==> config.mk <==
export PLATFORM = sky130hd
export DESIGN_NAME = lane_status_irq
export DESIGN_NICKNAME = d
export VERILOG_FILES = /design/src/rtl/flag_pkg.sv /design/src/rtl/flag_ctrl.sv /design/src/rtl/flag_dp.sv /design/src/rtl/lane_status_irq.sv
export SDC_FILE = /design/constraint.sdc
export NUM_CORES = 1
export LEC_CHECK = 0
export BUFFER_PORTS_ARGS = -buffer_cell sky130_fd_sc_hd__buf_2
export CAP_MARGIN = 10
export CORE_ASPECT_RATIO = 1.75
export CORE_MARGIN = 8
export CORE_UTILIZATION = 25
export DETAILED_ROUTE_END_ITERATION = 7
export MAX_ROUTING_LAYER = met4
export PLACE_DENSITY = 0.57
export SLEW_MARGIN = 20
export SYNTH_ARGS = -nofsm -noshare
export SYNTH_HDL_FRONTEND = slang
export SYNTH_SLANG_ARGS = --single-unit
export TNS_END_PERCENT = 30
==> constraint.sdc <==
create_clock -name clk -period 1.9 [get_ports clk]
set_input_delay 0.285 -clock clk [delete_from_list [all_inputs] [get_ports clk]]
set_output_delay 0.285 -clock clk [all_outputs]
set_load 0.05 [all_outputs]
==> src/rtl/flag_pkg.sv <==
package flag_pkg;
  localparam int BYTE_W   = 8;
  localparam int ADDR_W   = 2;
  localparam int NUM_GRP  = 1 << ADDR_W;
  localparam int GRP_STAT = 0;
  localparam int GRP_RX   = 1;
  localparam int GRP_TX   = 2;
  localparam int GRP_MOD  = 3;

  // strobes from control to datapath
  typedef struct packed {
    logic                 rdStb;
    logic [ADDR_W-1:0]    rdSel;
    logic [NUM_GRP-1:0]   clrGrp;
    logic [NUM_GRP-1:0]   mskLd;
  } flagCtl_t;
endpackage

==> src/rtl/flag_ctrl.sv <==
module flag_ctrl
  import flag_pkg::*;
(
  input  logic              clk,
  input  logic              rstN,
  input  logic              modSelN,
  input  logic              rdEn,
  input  logic [ADDR_W-1:0] rdAddr,
  input  logic              mskWrEn,
  input  logic [ADDR_W-1:0] mskAddr,
  output flagCtl_t          ctl,
  output logic              rdAck
);
  logic              rdOk;
  logic              wrOk;
  logic [NUM_GRP-1:0] clrVec;
  logic [NUM_GRP-1:0] ldVec;

  assign rdOk = rdEn & ~modSelN;
  assign wrOk = mskWrEn & ~modSelN;

  for (genvar g = 0; g < NUM_GRP; g++) begin : g_grp
    if (g == GRP_STAT) begin : g_stat
      assign clrVec[g] = 1'b0;
      assign ldVec[g]  = 1'b0;
    end else begin : g_flag
      assign clrVec[g] = rdOk && (rdAddr == ADDR_W'(g));
      assign ldVec[g]  = wrOk && (mskAddr == ADDR_W'(g));
    end
  end

  always_comb begin
    ctl.rdStb  = rdOk;
    ctl.rdSel  = rdAddr;
    ctl.clrGrp = clrVec;
    ctl.mskLd  = ldVec;
  end

  always_ff @(posedge clk) begin
    if (!rstN) rdAck <= 1'b0;
    else       rdAck <= rdOk;
  end
endmodule

==> src/rtl/flag_dp.sv <==
module flag_dp
  import flag_pkg::*;
#(
  parameter int LANES = 4
) (
  input  logic              clk,
  input  logic              rstN,
  input  flagCtl_t          ctl,
  input  logic [LANES-1:0]  rxLosIn,
  input  logic [LANES-1:0]  txFaultIn,
  input  logic              resetDoneIn,
  input  logic [BYTE_W-1:0] mskData,
  output logic [BYTE_W-1:0] rdData,
  output logic              intPullLow,
  output logic [LANES-1:0]  rxFlag,
  output logic [LANES-1:0]  txFlag,
  output logic [BYTE_W-1:0] rxMaskQ,
  output logic              dataNotReady
);
  logic              modFlag;
  logic [BYTE_W-1:0] txMaskQ;
  logic [BYTE_W-1:0] modMaskQ;
  logic [BYTE_W-1:0] grpByte [NUM_GRP];
  logic [BYTE_W-1:0] pendByte [NUM_GRP];
  logic [NUM_GRP-1:0] grpPend;

  always_comb begin
    grpByte[GRP_STAT] = BYTE_W'(dataNotReady);
    grpByte[GRP_RX]   = BYTE_W'(rxFlag);
    grpByte[GRP_TX]   = BYTE_W'(txFlag);
    grpByte[GRP_MOD]  = BYTE_W'(modFlag);
    pendByte[GRP_STAT] = '0;
    pendByte[GRP_RX]   = grpByte[GRP_RX]  & ~rxMaskQ;
    pendByte[GRP_TX]   = grpByte[GRP_TX]  & ~txMaskQ;
    pendByte[GRP_MOD]  = grpByte[GRP_MOD] & ~modMaskQ;
  end

  for (genvar g = 0; g < NUM_GRP; g++) begin : g_pend
    assign grpPend[g] = |pendByte[g];
  end

  assign intPullLow = |grpPend;

  always_ff @(posedge clk) begin
    if (!rstN) begin
      rxFlag       <= '0;
      txFlag       <= '0;
      modFlag      <= 1'b0;
      dataNotReady <= 1'b1;
      rxMaskQ      <= '0;
      txMaskQ      <= '0;
      modMaskQ     <= '0;
      rdData       <= '0;
    end else begin
      // set wins over clear so a live condition is never lost
      rxFlag  <= (rxFlag & ~{LANES{ctl.clrGrp[GRP_RX]}}) | rxLosIn;
      txFlag  <= (txFlag & ~{LANES{ctl.clrGrp[GRP_TX]}}) | txFaultIn;
      modFlag <= (modFlag & ~ctl.clrGrp[GRP_MOD]) | resetDoneIn;
      if (resetDoneIn) dataNotReady <= 1'b0;
      if (ctl.mskLd[GRP_RX])  rxMaskQ  <= mskData;
      if (ctl.mskLd[GRP_TX])  txMaskQ  <= mskData;
      if (ctl.mskLd[GRP_MOD]) modMaskQ <= mskData;
      if (ctl.rdStb) rdData <= grpByte[ctl.rdSel];
    end
  end
endmodule

==> src/rtl/lane_status_irq.sv <==
module lane_status_irq
  import flag_pkg::*;
#(
  parameter int LANES = 4
) (
  input  logic              clk,
  input  logic              rstN,
  input  logic              modSelN,
  input  logic [LANES-1:0]  rxLosIn,
  input  logic [LANES-1:0]  txFaultIn,
  input  logic              resetDoneIn,
  input  logic              rdEn,
  input  logic [1:0]        rdAddr,
  output logic [7:0]        rdData,
  output logic              rdAck,
  input  logic              mskWrEn,
  input  logic [1:0]        mskAddr,
  input  logic [7:0]        mskData,
  output logic              intPullLow
);
  flagCtl_t          ctl;
  logic [LANES-1:0]  rxFlag;
  logic [LANES-1:0]  txFlag;
  logic [BYTE_W-1:0] rxMaskQ;
  logic              dataNotReady;

  flag_ctrl u_ctrl (
    .clk(clk), .rstN(rstN), .modSelN(modSelN), .rdEn(rdEn), .rdAddr(rdAddr),
    .mskWrEn(mskWrEn), .mskAddr(mskAddr), .ctl(ctl), .rdAck(rdAck)
  );

  flag_dp #(.LANES(LANES)) u_dp (
    .clk(clk), .rstN(rstN), .ctl(ctl), .rxLosIn(rxLosIn), .txFaultIn(txFaultIn),
    .resetDoneIn(resetDoneIn), .mskData(mskData), .rdData(rdData),
    .intPullLow(intPullLow), .rxFlag(rxFlag), .txFlag(txFlag),
    .rxMaskQ(rxMaskQ), .dataNotReady(dataNotReady)
  );
endmodule

# After elaboration in Yosys (flattened, before gate mapping)

Cells that the tools add are included.

Bits of input ports: 26
Output and inout port bits: 10
Register bits after elaboration: 43
Logic and storage cells: 45

Mux-type cells: 3
$lt $le $gt $ge: 1
Bitwise gates (word level): 19
Reduce and logical (&&, ||, !) cells: 7
Eq/ne operators: 6

Operators with widths:

| kind               | count |
|---|---|
| $not 8->8          | 3 |
| $reduce_or 24->1   | 1 |
| $and 4x8->8        | 2 |
| $bmux 8 s2         | 1 |
| $mux 8             | 2 |
| $and 1x8->8        | 1 |
| $and 4x4->4        | 2 |
| $eq 2x2->1 const B | 4 |
| $not 4->4          | 2 |
| $or 4x4->4         | 2 |
| $logic_and 1x1->1  | 6 |
| $eq 2x1->1 const B | 2 |
| $and 1x1->1        | 3 |
| $ge 3x3->1 const B | 1 |
| $not 2->3          | 1 |
| $not 1->1          | 2 |
| $or 1x1->1         | 1 |

# Longest topological paths before layout

Depth after elaboration: 6
Mapped depth: 4
Gate-level depth less buffers: 3

# Hierarchy

From an unflattened synthesis, not the netlist that was laid out.

Cells, all modules: 124
Area, all modules: 1,266.2 um^2

By module, submodules not included:

| module    | cells an instance | area an instance (um^2) | sequential area each (um^2) | times used |
|---|---|---|---|---|
| flag_dp   | 109               | 1,113.6                 | 540.5                       | 1 |
| flag_ctrl | 15                | 152.6                   | 20.0                        | 1 |

# Worst setup path after synthesis

Ideal clock, no wire load.

Path type: register to output
From: reg u_dp.txFlag[1]
To: out intPullLow
Data required time: 1.615 ns
Stages on the path, launching flop included: 4
Data arrival time: 1.216 ns
Slack: 0.399 ns
Buffers on the path: 0
Cell sequence: dfxtp_1 -> nor2b_1 -> a2111oi_0 -> nand3_1

Word-level cells in the longest chain between the ends: 2

Ends and longest elaborated chain:

| item                     | RTL line              | RTL |
|---|---|---|
| start: declaration       | flag_dp.sv:16         | `output logic [LANES-1:0] txFlag,` |
| start signal: assignment | flag_dp.sv:57         | `txFlag <= (txFlag & ~{LANES{ctl.clrGrp[GRP_TX]}}) \| txFaultIn;` |
| $and 4x8->8              | flag_dp.sv:34         | `pendByte[GRP_TX] = grpByte[GRP_TX] & ~txMaskQ;` |
| $reduce_or 24->1         | flag_dp.sv:42         | `assign intPullLow = \|grpPend;` |
| end: declaration         | lane_status_irq.sv:19 | `output logic intPullLow` |

No other way between the ends.

# Worst setup path in the final report

Ends and elaborated chain as after synthesis.

==> out/qor.txt <==
===========================================================================================
Fin worst setup slack                                                                125 ps
Total of cells resized after clock tree synthesis                                         1
Buf+Inv Stages, Crit Path                                                                 1
Post-Route WL                                                                       2.47 mm
YS warnings                                                                               0
IR drop worst, VDD                                                                   301 µV
CTS Hold Buffers Added                                                                    0
Post-route DRC                                                                            0
Number of distinct standard cells referenced by the synthesized netlist                  27
Worst Path Max Fanout                                                                     3
Worst setup slack before clock tree synthesis                                        370 ps
Total non-filler cell area in the finished layout                                  1290 µm²
Critical path's top delay family                                               compound AO/OA/AOI/OAI gates
Endpoint kind of the worst setup timing path                                     output pin
First-pass GRT wire length                                                          3.95 mm
Number of design-rule violations left by the first detailed-router iteration             18
Number of antenna violations at the first check in global routing                         0
TritonCTS clock tree                                                                   done
Utilization after layout                                                              0.314
Yosys reg bits                                                                           24
Sequential cell area                                                                480 µm²
Critical Path, Cell by Cell                                                    nor2b_1 > a2111oi_2 > nand3_1 > buf_2
Final-report hold violation count                                                         0
Total cell area at the placement stage                                             1210 µm²
Arrival time at the worst endpoint                                                  1490 ps
Final period utilization                                                              0.934
Source-to-sink clock delay at the later pin of the worst-skew pair                   270 ps
Worst Hold Margin                                                                    211 ps
Remaining antenna violation count after routing                                           0
Total power consumption of the routed design                                        1.13 mW
Vias after detailed routing                                                             873
Worst Setup Start Kind                                                             register
Routed wirelength normalized by instance count                                      12.9 µm
Count of pins on the block boundary                                                      36
Fillers                                                                                 473
# port buffers                                                                           27
Clock buffer count from CTS                                                               3
Final Max Slew Viols                                                                      0
Setup repair after global routing missed its margin                                      no
Overall die height                                                                   102 µm
Required time of the worst setup path                                               1620 ps
Pin count of the biggest net entering global routing                                     35
Number of rows created at floorplan                                                      31
R2R setup slack                                                                      870 ps
Leakage power figure                                                               0.522 nW
Die Width                                                                           65.1 µm
Final HPWL DP                                                                       1.92 mm
Post-synthesis cell count                                                               117
Tightest slew margin relative to the limit                                            0.654
Synth Cell Area                                                                    1060 µm²
Final worst path period need                                                        1770 ps
CTS root buffer                                                                sky130_fd_sc_hd__clkbuf_8
Sequential cell area fraction in the yosys report                                     0.455
Post-synthesis to final-layout area growth                                            22.2%
Post-layout nets                                                                        169
Multi-input gate area                                                               504 µm²
Clock-pin slew of the registers on the worst-case setup and hold paths                90 ps
CTS max path bufs                                                                         2
Count of non-filler cells in the finished layout                                        191
Area of the core                                                                   4110 µm²
Post-CTS Setup Inserts                                                                    0
Antenna diode instance count                                                              0
# Max-Cap Violations                                                                      0
Die area                                                                           6640 µm²
Number of placed cells counting well taps                                               187
Number of iterations in the first detailed-routing pass                                   4
Average cell area after synthesis                                                  9.03 µm²
Ratio of total power to cell area                                                877 nW/µm²
Outcome                                                                        finished clean
Leftover overflow at the end of global routing                                            0
Category of the most critical setup path                                            reg2out
Total number of clock tree sinks                                                         24
Initial core utilization                                                              0.257
Combined global-route utilization of all metal layers                                0.0777
Ratio of cells with drive above 1 in the final layout                                 0.254
Maximum single-stage delay on the critical path                                      360 ps
CTS H-Tree Depth                                                                          1
Tightest Pin Transition                                                              519 ps
Final worst clock skew                                                              9.04 ps
Vias in the first global route                                                          892
Hold/Removal Path Class                                                              in2reg
FMAX                                                                              0.563 GHz
Via density per instance                                                               4.57
Number of setup violations in the final report                                            0
Final weighted congestion in routability-driven placement                             0.746
Aggregate negative setup slack                                                         0 ps
Cell with the largest stage delay on the worst path                            sky130_fd_sc_hd__a2111oi_2
===========================================================================================
==> layout make-up <==
class / count / share of cell area
repair buffers: 28 / 0.111
inverters: 8 / 0.0233
multi-input cells: 78 / 0.391
flip-flops and latches: 24 / 0.372
clock buffers: 3 / 0.0320
clock inverters: 1 / 0.0233
well taps: 49 / 0.0475
==> registers in the layout (all words and copies together) (netlist names) <==
signal             count
u_dp.modFlag           1
u_dp.modMaskQ          1
u_dp.rxMaskQ           4
u_dp.txFlag            4
u_dp.rxFlag            4
u_ctrl.rdAck           1
u_dp.txMaskQ           4
u_dp.rdData            4
u_dp.dataNotReady      1
==> where the power goes <==
group | total (mW) | switching (mW) | internal [mW]
sequential | 0.542 | 0.0158 | 0.526
clock | 0.450 | 0.168 | 0.282
combinational | 0.139 | 0.0843 | 0.0548
total | 1.13 | 0.268 | 0.862
==> synthesized netlist by cell type <==
cell                        instances  area share
sky130_fd_sc_hd__a31oi_1            1      0.0059
sky130_fd_sc_hd__dfxtp_1           24        0.45
sky130_fd_sc_hd__buf_4              5       0.036
sky130_fd_sc_hd__nand4bb_1          3       0.032
sky130_fd_sc_hd__mux2i_1            4       0.038
sky130_fd_sc_hd__nand4_1            3       0.018
sky130_fd_sc_hd__a21oi_1            8       0.038
sky130_fd_sc_hd__nor4bb_1           1      0.0095
sky130_fd_sc_hd__conb_1             1      0.0036
sky130_fd_sc_hd__mux4_2             1       0.021
sky130_fd_sc_hd__o21ai_0            6       0.028
sky130_fd_sc_hd__a222oi_1           1      0.0095
sky130_fd_sc_hd__and2b_2            1      0.0083
sky130_fd_sc_hd__clkbuf_1           3       0.011
sky130_fd_sc_hd__nand2_1            6       0.021
sky130_fd_sc_hd__nand3_1           15       0.071
sky130_fd_sc_hd__inv_1              8       0.028
sky130_fd_sc_hd__nand4b_1           1      0.0083
sky130_fd_sc_hd__nor2b_1           16       0.095
sky130_fd_sc_hd__and4bb_2           1       0.012
sky130_fd_sc_hd__a21boi_1           1      0.0071
sky130_fd_sc_hd__buf_2              2      0.0095
sky130_fd_sc_hd__a22oi_1            1      0.0071
sky130_fd_sc_hd__nand2b_1           1      0.0059
sky130_fd_sc_hd__and2_1             1      0.0059
sky130_fd_sc_hd__o21a_1             1      0.0071
sky130_fd_sc_hd__a2111oi_0          1      0.0083
==> layout by cell type (no fill, tap or decap), types with 3 or more instances in the layout <==
cell                        Yosys  final
sky130_fd_sc_hd__inv_1          8      8
sky130_fd_sc_hd__o21ai_0        6      6
sky130_fd_sc_hd__nand4_1        3      3
sky130_fd_sc_hd__conb_1         1      4
sky130_fd_sc_hd__nand3_1       15     15
sky130_fd_sc_hd__clkbuf_8       0      3
sky130_fd_sc_hd__buf_2          2     27
sky130_fd_sc_hd__nand2_1        6      6
sky130_fd_sc_hd__dfxtp_1       24     24
sky130_fd_sc_hd__nor2b_1       16     16
sky130_fd_sc_hd__mux2i_1        4      4
sky130_fd_sc_hd__nand4bb_1      3      3
sky130_fd_sc_hd__a21oi_1        8      8
==> worst paths after layout <==
path,endpoint,depth (start not counted),from
setup / recovery,intPullLow,4,u_dp.txFlag[1]$_SDFF_PN0_
hold / removal,u_dp.dataNotReady$_SDFFE_PN1P_,2,resetDoneIn
setup reg to reg,u_dp.rdData[0]$_SDFFE_PN0P_,3,u_dp.rxFlag[0]$_SDFF_PN0_
hold reg to reg,u_dp.rdData[0]$_SDFFE_PN0P_,2,u_dp.rdData[0]$_SDFFE_PN0P_
==> per-layer routing <==
layer  vias to the layer above  global-route usage  wire, µm
met5                         -                   -         0
met4                         0              0.0422        72
met3                         7              0.0285       161
met2                        23               0.134      1260
met1                       395              0.0730       973
li1                        448                   -         -
==> worst register-to-register path, cell delays in order, from the launching register on <==
cell and delay (ps):
sky130_fd_sc_hd__dfxtp_1 350, sky130_fd_sc_hd__mux4_2 450, sky130_fd_sc_hd__nand2_1 80, sky130_fd_sc_hd__a21boi_1 50
==> kinds of logic (layout without fill, tap and decap cells) <==
logic type | after synthesis | count (layout) | synth area share
AOI/OAI and AO/OA | 20 | 20 | 0.111
buffers and inverters | 18 | 40 | 0.0841
DFF | 24 | 24 | 0.455
muxes | 5 | 5 | 0.0592
other | 1 | 4 | 0.00355
and+or+nand+nor | 49 | 49 | 0.287
Power figures use the tool's default switching activity.
